$ cat config.mk
export PLATFORM = sky130hd
export DESIGN_NAME = nstk_alu
export DESIGN_NICKNAME = d
export VERILOG_FILES = /design/src/rtl/nstk_pkg.sv /design/src/rtl/nstk_guard.sv /design/src/rtl/nstk_alu_core.sv /design/src/rtl/nstk_alu.sv
export SDC_FILE = /design/constraint.sdc
export NUM_CORES = 1
export LEC_CHECK = 0
export ABC_AREA = 1
export BUFFER_PORTS_ARGS = -buffer_cell sky130_fd_sc_hd__clkbuf_2
export CAP_MARGIN = 5
export CORE_ASPECT_RATIO = 1.5
export CORE_UTILIZATION = 69
export CTS_CLUSTER_DIAMETER = 200
export CTS_CLUSTER_SIZE = 20
export DETAILED_ROUTE_END_ITERATION = 8
export GPL_TIMING_DRIVEN = 1
export MAX_ROUTING_LAYER = met4
export PLACE_DENSITY = 0.95
export SYNTH_ARGS = -nofsm -noshare
export SYNTH_HDL_FRONTEND = slang
export SYNTH_HIERARCHICAL = 1
export SYNTH_SLANG_ARGS = --single-unit
$ cat constraint.sdc
create_clock -name clk -period 7.9 [get_ports clk]
set_input_delay 0.79 -clock clk [delete_from_list [all_inputs] [get_ports clk]]
set_output_delay 0.79 -clock clk [all_outputs]
set_load 0.02 [all_outputs]
$ cat src/rtl/nstk_pkg.sv
package nstk_pkg;

    typedef enum logic [3:0] {
        OP_NOP  = 4'd0,
        OP_PUSH = 4'd1,
        OP_DROP = 4'd2,
        OP_ADD  = 4'd3,
        OP_ADDC = 4'd4,
        OP_SUB  = 4'd5,
        OP_SUBB = 4'd6,
        OP_AND  = 4'd7,
        OP_OR   = 4'd8,
        OP_XOR  = 4'd9,
        OP_NOT  = 4'd10,
        OP_SHL  = 4'd11,
        OP_SHR  = 4'd12,
        OP_ROL  = 4'd13,
        OP_ROR  = 4'd14,
        OP_DUP  = 4'd15
    } nstk_op_e;

    // How a legal operation moves the stack pointer
    typedef enum logic [1:0] {
        MV_HOLD   = 2'd0,
        MV_GROW   = 2'd1,
        MV_SHRINK = 2'd2,
        MV_KEEP   = 2'd3
    } nstk_move_e;

endpackage

$ cat src/rtl/nstk_guard.sv
module nstk_guard
    import nstk_pkg::*;
#(
    parameter int DEPTH = 8,
    parameter int DW    = $clog2(DEPTH + 1)
) (
    input  nstk_op_e        op,
    input  logic [DW-1:0]   depth,
    output nstk_move_e      move,
    output logic            fault
);

    logic [DW-1:0] need;
    logic          grows;
    nstk_move_e    move_raw;

    always_comb begin
        need     = '0;
        grows    = 1'b0;
        move_raw = MV_HOLD;
        unique case (op)
            OP_NOP:  move_raw = MV_HOLD;
            OP_PUSH: begin
                grows    = 1'b1;
                move_raw = MV_GROW;
            end
            OP_DUP: begin
                need     = DW'(1);
                grows    = 1'b1;
                move_raw = MV_GROW;
            end
            OP_DROP: begin
                need     = DW'(1);
                move_raw = MV_SHRINK;
            end
            OP_ADD, OP_ADDC, OP_SUB, OP_SUBB, OP_AND, OP_OR, OP_XOR: begin
                need     = DW'(2);
                move_raw = MV_SHRINK;
            end
            default: begin
                need     = DW'(1);
                move_raw = MV_KEEP;
            end
        endcase
        fault = (depth < need) || (grows && (depth == DW'(DEPTH)));
        move  = fault ? MV_HOLD : move_raw;
    end

endmodule

$ cat src/rtl/nstk_alu_core.sv
module nstk_alu_core
    import nstk_pkg::*;
#(
    parameter int W = 4
) (
    input  nstk_op_e      op,
    input  logic [W-1:0]  lhs,
    input  logic [W-1:0]  rhs,
    input  logic          cin,
    output logic [W-1:0]  res,
    output logic          cout,
    output logic          bout,
    output logic          sets_flags
);

    logic [W:0] wide_d;
    logic       use_cin;

    always_comb begin
        use_cin    = (op == OP_ADDC) || (op == OP_SUBB);
        wide_d     = '0;
        res        = rhs;
        cout       = cin;
        bout       = 1'b0;
        sets_flags = 1'b1;
        unique case (op)
            OP_ADD, OP_ADDC: begin
                wide_d = {1'b0, lhs} + {1'b0, rhs} + (W+1)'(use_cin & cin);
                res    = wide_d[W-1:0];
                cout   = wide_d[W];
                bout   = wide_d[W];
            end
            OP_SUB, OP_SUBB: begin
                wide_d = {1'b0, lhs} - {1'b0, rhs} - (W+1)'(use_cin & cin);
                res    = wide_d[W-1:0];
                cout   = wide_d[W];
                bout   = wide_d[W];
            end
            OP_AND, OP_OR, OP_XOR, OP_NOT: begin
                unique case (op)
                    OP_AND:  res = lhs & rhs;
                    OP_OR:   res = lhs | rhs;
                    OP_XOR:  res = lhs ^ rhs;
                    default: res = ~rhs;
                endcase
                cout = cin;
                bout = (res == '0);
            end
            OP_SHL: begin
                res  = {rhs[W-2:0], 1'b0};
                cout = rhs[W-1];
                bout = rhs[W-1];
            end
            OP_SHR: begin
                res  = {1'b0, rhs[W-1:1]};
                cout = rhs[0];
                bout = rhs[0];
            end
            OP_ROL: begin
                res  = {rhs[W-2:0], cin};
                cout = rhs[W-1];
                bout = rhs[W-1];
            end
            OP_ROR: begin
                res  = {cin, rhs[W-1:1]};
                cout = rhs[0];
                bout = rhs[0];
            end
            default: sets_flags = 1'b0;
        endcase
    end

endmodule

$ cat src/rtl/nstk_alu.sv
module nstk_alu
    import nstk_pkg::*;
#(
    parameter  int W     = 4,
    parameter  int DEPTH = 8,
    localparam int DW    = $clog2(DEPTH + 1)
) (
    input  logic          clk,
    input  logic          rst_n,
    input  logic [3:0]    op,
    input  logic [W-1:0]  push_data,
    output logic [W-1:0]  tos,
    output logic [DW-1:0] depth,
    output logic          carry,
    output logic          branch,
    output logic          err
);

    localparam int PW = (DEPTH > 1) ? $clog2(DEPTH) : 1;

    typedef struct packed {
        logic [DEPTH-1:0][W-1:0] mem;
        logic [DW-1:0]           ptr;
        logic                    cy;
        logic                    br;
        logic                    err;
    } stk_state_t;

    stk_state_t st_d, st_q;

    nstk_op_e   op_e;
    nstk_move_e move;
    logic       fault;
    logic [PW-1:0] top_idx, nos_idx, new_idx;
    logic [W-1:0]  tos_v, nos_v, alu_res;
    logic          alu_cy, alu_br, alu_sets;

    assign op_e    = nstk_op_e'(op);
    assign top_idx = PW'(st_q.ptr - DW'(1));
    assign nos_idx = PW'(st_q.ptr - DW'(2));
    assign new_idx = PW'(st_q.ptr);
    assign tos_v   = (st_q.ptr == '0)    ? '0 : st_q.mem[top_idx];
    assign nos_v   = (st_q.ptr < DW'(2)) ? '0 : st_q.mem[nos_idx];

    nstk_guard #(.DEPTH(DEPTH), .DW(DW)) u_guard (
        .op    (op_e),
        .depth (st_q.ptr),
        .move  (move),
        .fault (fault)
    );

    nstk_alu_core #(.W(W)) u_core (
        .op         (op_e),
        .lhs        (nos_v),
        .rhs        (tos_v),
        .cin        (st_q.cy),
        .res        (alu_res),
        .cout       (alu_cy),
        .bout       (alu_br),
        .sets_flags (alu_sets)
    );

    always_comb begin
        st_d = st_q;
        if (fault) begin
            st_d.err = 1'b1;
        end
        unique case (move)
            MV_GROW: begin
                st_d.mem[new_idx] = (op_e == OP_DUP) ? tos_v : push_data;
                st_d.ptr          = st_q.ptr + DW'(1);
            end
            MV_SHRINK: begin
                if (op_e != OP_DROP) begin
                    st_d.mem[nos_idx] = alu_res;
                end
                st_d.ptr = st_q.ptr - DW'(1);
            end
            MV_KEEP: st_d.mem[top_idx] = alu_res;
            default: ;
        endcase
        if ((move != MV_HOLD) && alu_sets) begin
            st_d.cy = alu_cy;
            st_d.br = alu_br;
        end
    end

    always_ff @(posedge clk) begin
        if (!rst_n) begin
            st_q <= '0;
        end else begin
            st_q <= st_d;
        end
    end

    assign tos    = tos_v;
    assign depth  = st_q.ptr;
    assign carry  = st_q.cy;
    assign branch = st_q.br;
    assign err    = st_q.err;

endmodule

==> results_dict.tcl, run 1 <==
set metrics [dict create \
    cts_root_buf "clkbuf_8" \
    crit_required_ps 8140 \
    vias 5962 \
    wire_per_inst_um 17.1 \
    firstDrtPassIters 6 \
    area_delta_synth_final_pct 2.78 \
    ys_types 36 \
    rows 36 \
    tns_ps 0 \
    rsz0062_at_grt "false" \
    clock_path_buffers 2 \
    grt_pass1_wl_um 25700 \
    routed_via_density 6.45 \
    antenna_found_initial 0 \
    crit_path_max_fanout 21 \
    relSlewSlack_pct 41.7 \
    syn-cell-area_um2 4770 \
    outcome "finished, final reports clean" \
    drt-total-wl_um 15800 \
    clk_latency_ps 310 \
    ys_ff_latch 39 \
    dpl.cell_count 916 \
    finClkSkew_ps 7.77 \
    drt_iter0_drc 548 \
    met2_usage_pct 70.7 \
    synth-edff-count 0 \
    stdcell_count 924 \
    cts_buffers 5 \
    start_util_pct 72.6 \
    synth.area.top_cells "nand2_1, dfxtp_1, nand3_1" \
    fin_crit_sh_pct 82.3 \
    cts_setup_buffers 0 \
    fmax_ghz 0.154 \
    grt_pass1_vias 5368 \
    leakagePower_nw 2.45 \
    mostFrequentLayoutCell "nand2_1" \
    finalSetupViolations 0 \
    dieArea_um2 7260 \
    overflow 0 \
    yosys_warnings 6 \
    clk_pin_slew_ps 80 \
    synth-async-reset-ratio_pct 0 \
    drc 0 \
    cts.repair.resized 0 \
    nFillCells 573 \
    synth_cells 849 \
    avgSynthCellArea_um2 5.62 \
    gp_congestion 1.03 \
    crit_path_end_kind "flip-flop" \
    layout-drive-gt1-share_pct 7.43 \
    cts_tree "built" \
    drv_cap 0 \
    nets 884 \
    synth-seq-area-share_pct 16.4 \
    num_io_pins 21 \
    grt_util_met3_pct 8.04 \
    numPortBuffers 20 \
    path_class "flip-flop to flip-flop" \
    dpl.hpwl_um 11400 \
    start_kind "flip-flop" \
    fp.dieH_um 104 \
    hold_viol 0 \
    antenna_left 0 \
    final_cell_mix "nand2_1, nand3_1, inv_1, a21oi_1, o21ai_0" \
    powerDensity_nw_per_um2 510 \
    core-area_um2 6580 \
    hp-class "flip-flop to flip-flop" \
    use_met1_pct 51.4 \
    die_w_um 69.9 \
    synth_ff_type "dfxtp_1" \
    tightest_slew_ps 874 \
    finalCriticalPeriod_ps 6510 \
    synth.net_count 886 \
    yosysTopAreaCell "nand2_1" \
    postCtsHoldBufs 0 \
    peakVddDrop_v 0.000285 \
    top_usage_layer "met2" \
    n_antenna_cell 0 \
    grt_max_degree 61 \
    maxSlewViolCount 0 \
    numClockSinks 39 \
    worstPathArrival_ps 6750 \
    whs_ps 487 \
    synth_top_area_share_pct 18.2 \
    htreeDepth 2 \
    grt_util_all_layers_pct 45.2 \
]
-- synth_stat cells (2+ instances only) --
master and count:
clkbuf_1 14, o21ai_1 3, nand2_1 231, fa_1 4, inv_2 6, nor2_2 2
a21oi_2 2, nand2_4 2, a31oi_1 4, nor2_4 4, nand3_1 109, nand2_2 12
nand4_1 22, inv_1 104, o211ai_1 15, buf_2 9, nand3b_1 2, nor2_1 45
buf_6 2, buf_4 8, o21ai_0 77, a21boi_0 5, clkinv_1 5, a21oi_1 88
nor3_1 3, dfxtp_1 39, ha_1 23
-- kinds of logic (layout without fill, tap and decap cells) --
kind of cell | count (synthesis) | count (layout) | share of synthesized area, %
adders and majority gates | 27 | 27 | 7.71
buffers and inverters | 149 | 148 | 12.9
AOI/OAI and AO/OA | 198 | 198 | 22.5
xor gates and xnor gates | 2 | 2 | 0.367
DFF | 39 | 39 | 16.4
and+or+nand+nor | 434 | 434 | 40.2
-- cell type report --
class | instances | area [µm²] | share of cell area (%)
flip-flops and latches | 39 | 781 | 15.9
well taps | 76 | 95.1 | 1.94
clock buffers | 5 | 68.8 | 1.40
clock inverters | 3 | 15.0 | 0.306
repair buffers | 25 | 138 | 2.81
inverters | 115 | 432 | 8.80
multi-input cells | 661 | 3380 | 68.8
-- routing by layer --
metal  vias up  routed length, µm
met5         -                  0
met2       446               7360
met3       113               1790
met1      2604               5430
li1       2799                  -
met4         0               1200
-- where the power goes --
| part | total [mW] | internal (mW) | switching [mW] |
|---|---|---|---|
| clock | 0.137 | 0.0605 | 0.0769 |
| combinational | 2.00 | 0.581 | 1.42 |
| sequential | 0.371 | 0.286 | 0.0849 |
-- final timing paths --
path	start	to	slack, ps	cells after the start
setup / recovery	depth[1]$_SDFFE_PN0P_	flip-flop	1390	21
hold / removal	err$_SDFFE_PN0P_	err$_SDFFE_PN0P_	490	2
setup reg to reg	depth[1]$_SDFFE_PN0P_	flip-flop	1390	21
hold reg to reg	err$_SDFFE_PN0P_	err$_SDFFE_PN0P_	490	2
-- through the flow --
| stage | cell area, µm² | setup slack (ps) | power, mW | util [%] |
|---|---|---|---|---|
| 6_report | 4910 | 1390 | 2.50 | 74.6 |
| 5_1_grt | 4910 | 1230 | 2.73 | 74.6 |
| 4_1_cts | 4910 | 1710 | 2.42 | 74.6 |
| 3_5_place_dp | 4820 | 1790 | 2.28 | 73.3 |
| 3_3_place_gp | 4820 | 1990 | 2.22 | 73.3 |
| 2_1_floorplan | 4770 | 2910 | 1.84 | - |
-- critical path: stages, from the launching register on --
cell,delay [ps]
dfxtp_1,760
inv_1,450
ha_1,700
inv_2,410
nand3_1,120
nand2_1,80
nand2_1,70
a21oi_1,530
inv_1,180
fa_1,470
fa_1,420
nor2_1,170
o21ai_0,110
nand2_1,80
nor2_1,40
a21oi_1,660
clkinv_1,560
a21oi_1,250
o21ai_0,100
nand3_1,90
inv_1,50
a21oi_1,130
Power figures use the tool's default switching activity.
==> run 2: changes to the inputs <==
--- a/config.mk
+++ b/config.mk
@@ -5,17 +5,17 @@
 export SDC_FILE = /design/constraint.sdc
 export NUM_CORES = 1
 export LEC_CHECK = 0
-export ABC_AREA = 1
+export ABC_AREA = 0
 export BUFFER_PORTS_ARGS = -buffer_cell sky130_fd_sc_hd__clkbuf_2
 export CAP_MARGIN = 5
 export CORE_ASPECT_RATIO = 1.5
-export CORE_UTILIZATION = 69
+export CORE_UTILIZATION = 64
 export CTS_CLUSTER_DIAMETER = 200
 export CTS_CLUSTER_SIZE = 20
 export DETAILED_ROUTE_END_ITERATION = 8
 export GPL_TIMING_DRIVEN = 1
 export MAX_ROUTING_LAYER = met4
-export PLACE_DENSITY = 0.95
+export PLACE_DENSITY = 0.92
 export SYNTH_ARGS = -nofsm -noshare
 export SYNTH_HDL_FRONTEND = slang
 export SYNTH_HIERARCHICAL = 1
==> constraint.sdc (replaced) <==
create_clock -name clk -period 6.5 [get_ports clk]
set_input_delay 0.65 -clock clk [delete_from_list [all_inputs] [get_ports clk]]
set_output_delay 0.65 -clock clk [all_outputs]
set_load 0.02 [all_outputs]
==> results_dict.tcl, run 2 <==
set metrics [dict create \
    maxSlewViolCount 0 \
    cts_buffers 5 \
    holdCritStartpoint "err$_SDFFE_PN0P_" \
    fmax_ghz 0.175 \
    leakagePower_nw 1.91 \
    stdcell_count 700 \
    max_stage_delay_ps 840 \
    synth-seq-area-share_pct 15.5 \
    start_util_pct 66.2 \
    overflow 0 \
    rows 39 \
    grt_pass1_vias 5464 \
    gp_congestion 1.03 \
    drv_cap 0 \
    tightest_slew_ps 1300 \
    grt_max_degree 45 \
    htreeDepth 2 \
    path_class "flip-flop to flip-flop" \
    worstPathArrival_ps 5870 \
    numClockSinks 39 \
    finClkSkew_ps 4.81 \
    drc 0 \
    firstDrtPassIters 5 \
    timing.rr.start "depth[1]$_SDFFE_PN0P_" \
    dpl.cell_count 692 \
    cts_setup_buffers 0 \
    grt_pass1_wl_um 28500 \
    fin_crit_sh_pct 87.7 \
    cpLargestDelayFamily "adder cells" \
    synth_top_area_share_pct 15.5 \
    clk_latency_ps 290 \
    postCtsHoldBufs 0 \
    path_cells "inv_1 -> ha_1 -> mux4_2 -> nand2_1 -> a21oi_1 -> inv_1 -> fa_1 -> fa_1 -> xor2_1 -> o21ai_0 -> a222oi_1 -> a21oi_1 -> buf_4 -> mux2_1 -> a221oi_1 -> a31oi_1" \
    peakVddDrop_v 0.000309 \
    r2r_cells 16 \
    avgSynthCellArea_um2 8.08 \
    placed_cell_area_um2 5010 \
    startpoint "depth[1]$_SDFFE_PN0P_" \
    num_io_pins 21 \
    antenna_found_initial 0 \
    yosysTopAreaCell "dfxtp_1" \
    crit_buf_inv 3 \
    mostFrequentLayoutCell "o21ai_0" \
    tns_ps 0 \
    hp-class "flip-flop to flip-flop" \
    dpl.hpwl_um 11900 \
    outcome "finished, final reports clean" \
    area_delta_synth_final_pct 2.48 \
    whs_path_depth 1 \
    finalSetupViolations 0 \
    crit_path_end_kind "flip-flop" \
    layout-drive-gt1-share_pct 15.7 \
    drt_iter0_drc 649 \
    clk_pin_slew_ps 60 \
    synth_cells 624 \
    critPathSlowestCell "dfxtp_1" \
    routed_via_density 7.85 \
    whs_ps 463 \
    cts.repair.resized 0 \
    dieArea_um2 8240 \
    relSlewSlack_pct 12.7 \
    crit_path_max_fanout 17 \
    powerDensity_nw_per_um2 591 \
    rsz0062_at_grt "false" \
    wire_per_inst_um 25.5 \
    synth.area.top_cells "dfxtp_1, mux4_2, o21ai_0" \
    hold_path_end "err$_SDFFE_PN0P_" \
    finalCriticalPeriod_ps 5700 \
    yosys_warnings 6 \
    vias 5497 \
    antenna_left 0 \
    hold_viol 0 \
    syn-cell-area_um2 5040 \
    final_cell_mix "o21ai_0, nand3_1, dfxtp_1, nand2_1, a31oi_1" \
    numPortBuffers 20 \
    grt_util_all_layers_pct 46.6 \
    fp.dieH_um 111 \
    final_area_um2 5170 \
    core-area_um2 7610 \
    drt-total-wl_um 17800 \
    synth_ff_type "dfxtp_1" \
    start_kind "flip-flop" \
    die_w_um 74.5 \
    synth-async-reset-ratio_pct 0 \
    yosysMostFrequentCell "o21ai_0" \
    r2r_slack_ps 800 \
    clock_path_buffers 2 \
    cts_root_buf "clkbuf_16" \
    synth.net_count 661 \
    nets 634 \
    synth_common_cells "o21ai_0, nand3_1, dfxtp_1, a31oi_1, nand2_1" \
    cts_tree "built" \
    synth-edff-count 0 \
    ys_types 73 \
    ys_ff_latch 39 \
    crit_required_ps 6670 \
    n_antenna_cell 0 \
]
[run 2: worst register-to-register path, delay by kind of cell (launching register included)]
kind,cells,cell delay (ps)
fa+ha+maj,3,1670
simple gates,1,80
flops,1,840
compound gates,6,1460
buf+inv,3,600
xor+xnor,1,160
mux,2,760
[run 2: layer usage]
metal,wire [µm],GRT usage [%]
met1,5970,50.9
met2,8140,67.3
met4,1570,36.7
met3,2150,15.5
met5,0,-
[run 2: report_power, final]
part	leakage [nW]	internal, mW	switching, mW
Combinational	1.51	0.842	1.49
Sequential	0.322	0.323	0.132
Clock	0.0772	0.164	0.106
Total	1.91	1.33	1.72
[run 2: cell families (layout without fill, tap and decap cells)]
| family | after synthesis | after routing | synth area share, % |
|---|---|---|---|
| AO/OA/AOI/OAI | 236 | 236 | 31.2 |
| XOR/XNOR | 14 | 14 | 2.58 |
| adder cells (fa/ha/maj) | 28 | 28 | 7.50 |
| buffers and inverters | 84 | 58 | 8.26 |
| flip-flops | 39 | 39 | 15.5 |
| multiplexers | 53 | 53 | 15.2 |
| AND/OR/NAND/NOR | 170 | 170 | 19.7 |
[run 2: how the worst max path moves through the flow]
stage | to | cells after the start
after floorplan | flip-flop | 22
after global placement | flip-flop | 17
after detailed placement | flip-flop | 16
after CTS | flip-flop | 16
after global routing | flip-flop | 16
final | flip-flop | 16
[run 2: area by class of cell]
type / count / area, µm²
multi-input cells: 501 / 3850
fillers: 646 / 2450
flip-flops and latches: 39 / 781
repair buffers: 30 / 175
clock buffers: 8 / 156
well taps: 102 / 128
inverters: 20 / 75.1
[run 2: metrics by stage]
step           util [%]  total power, mW  setup WS (ps)
2_1_floorplan         -             2.11            985
3_3_place_gp       65.8             2.58           1090
3_5_place_dp       65.8             2.65            863
4_1_cts            67.9             2.93            827
5_1_grt            67.9             3.22            252
6_report           67.9             3.05            801
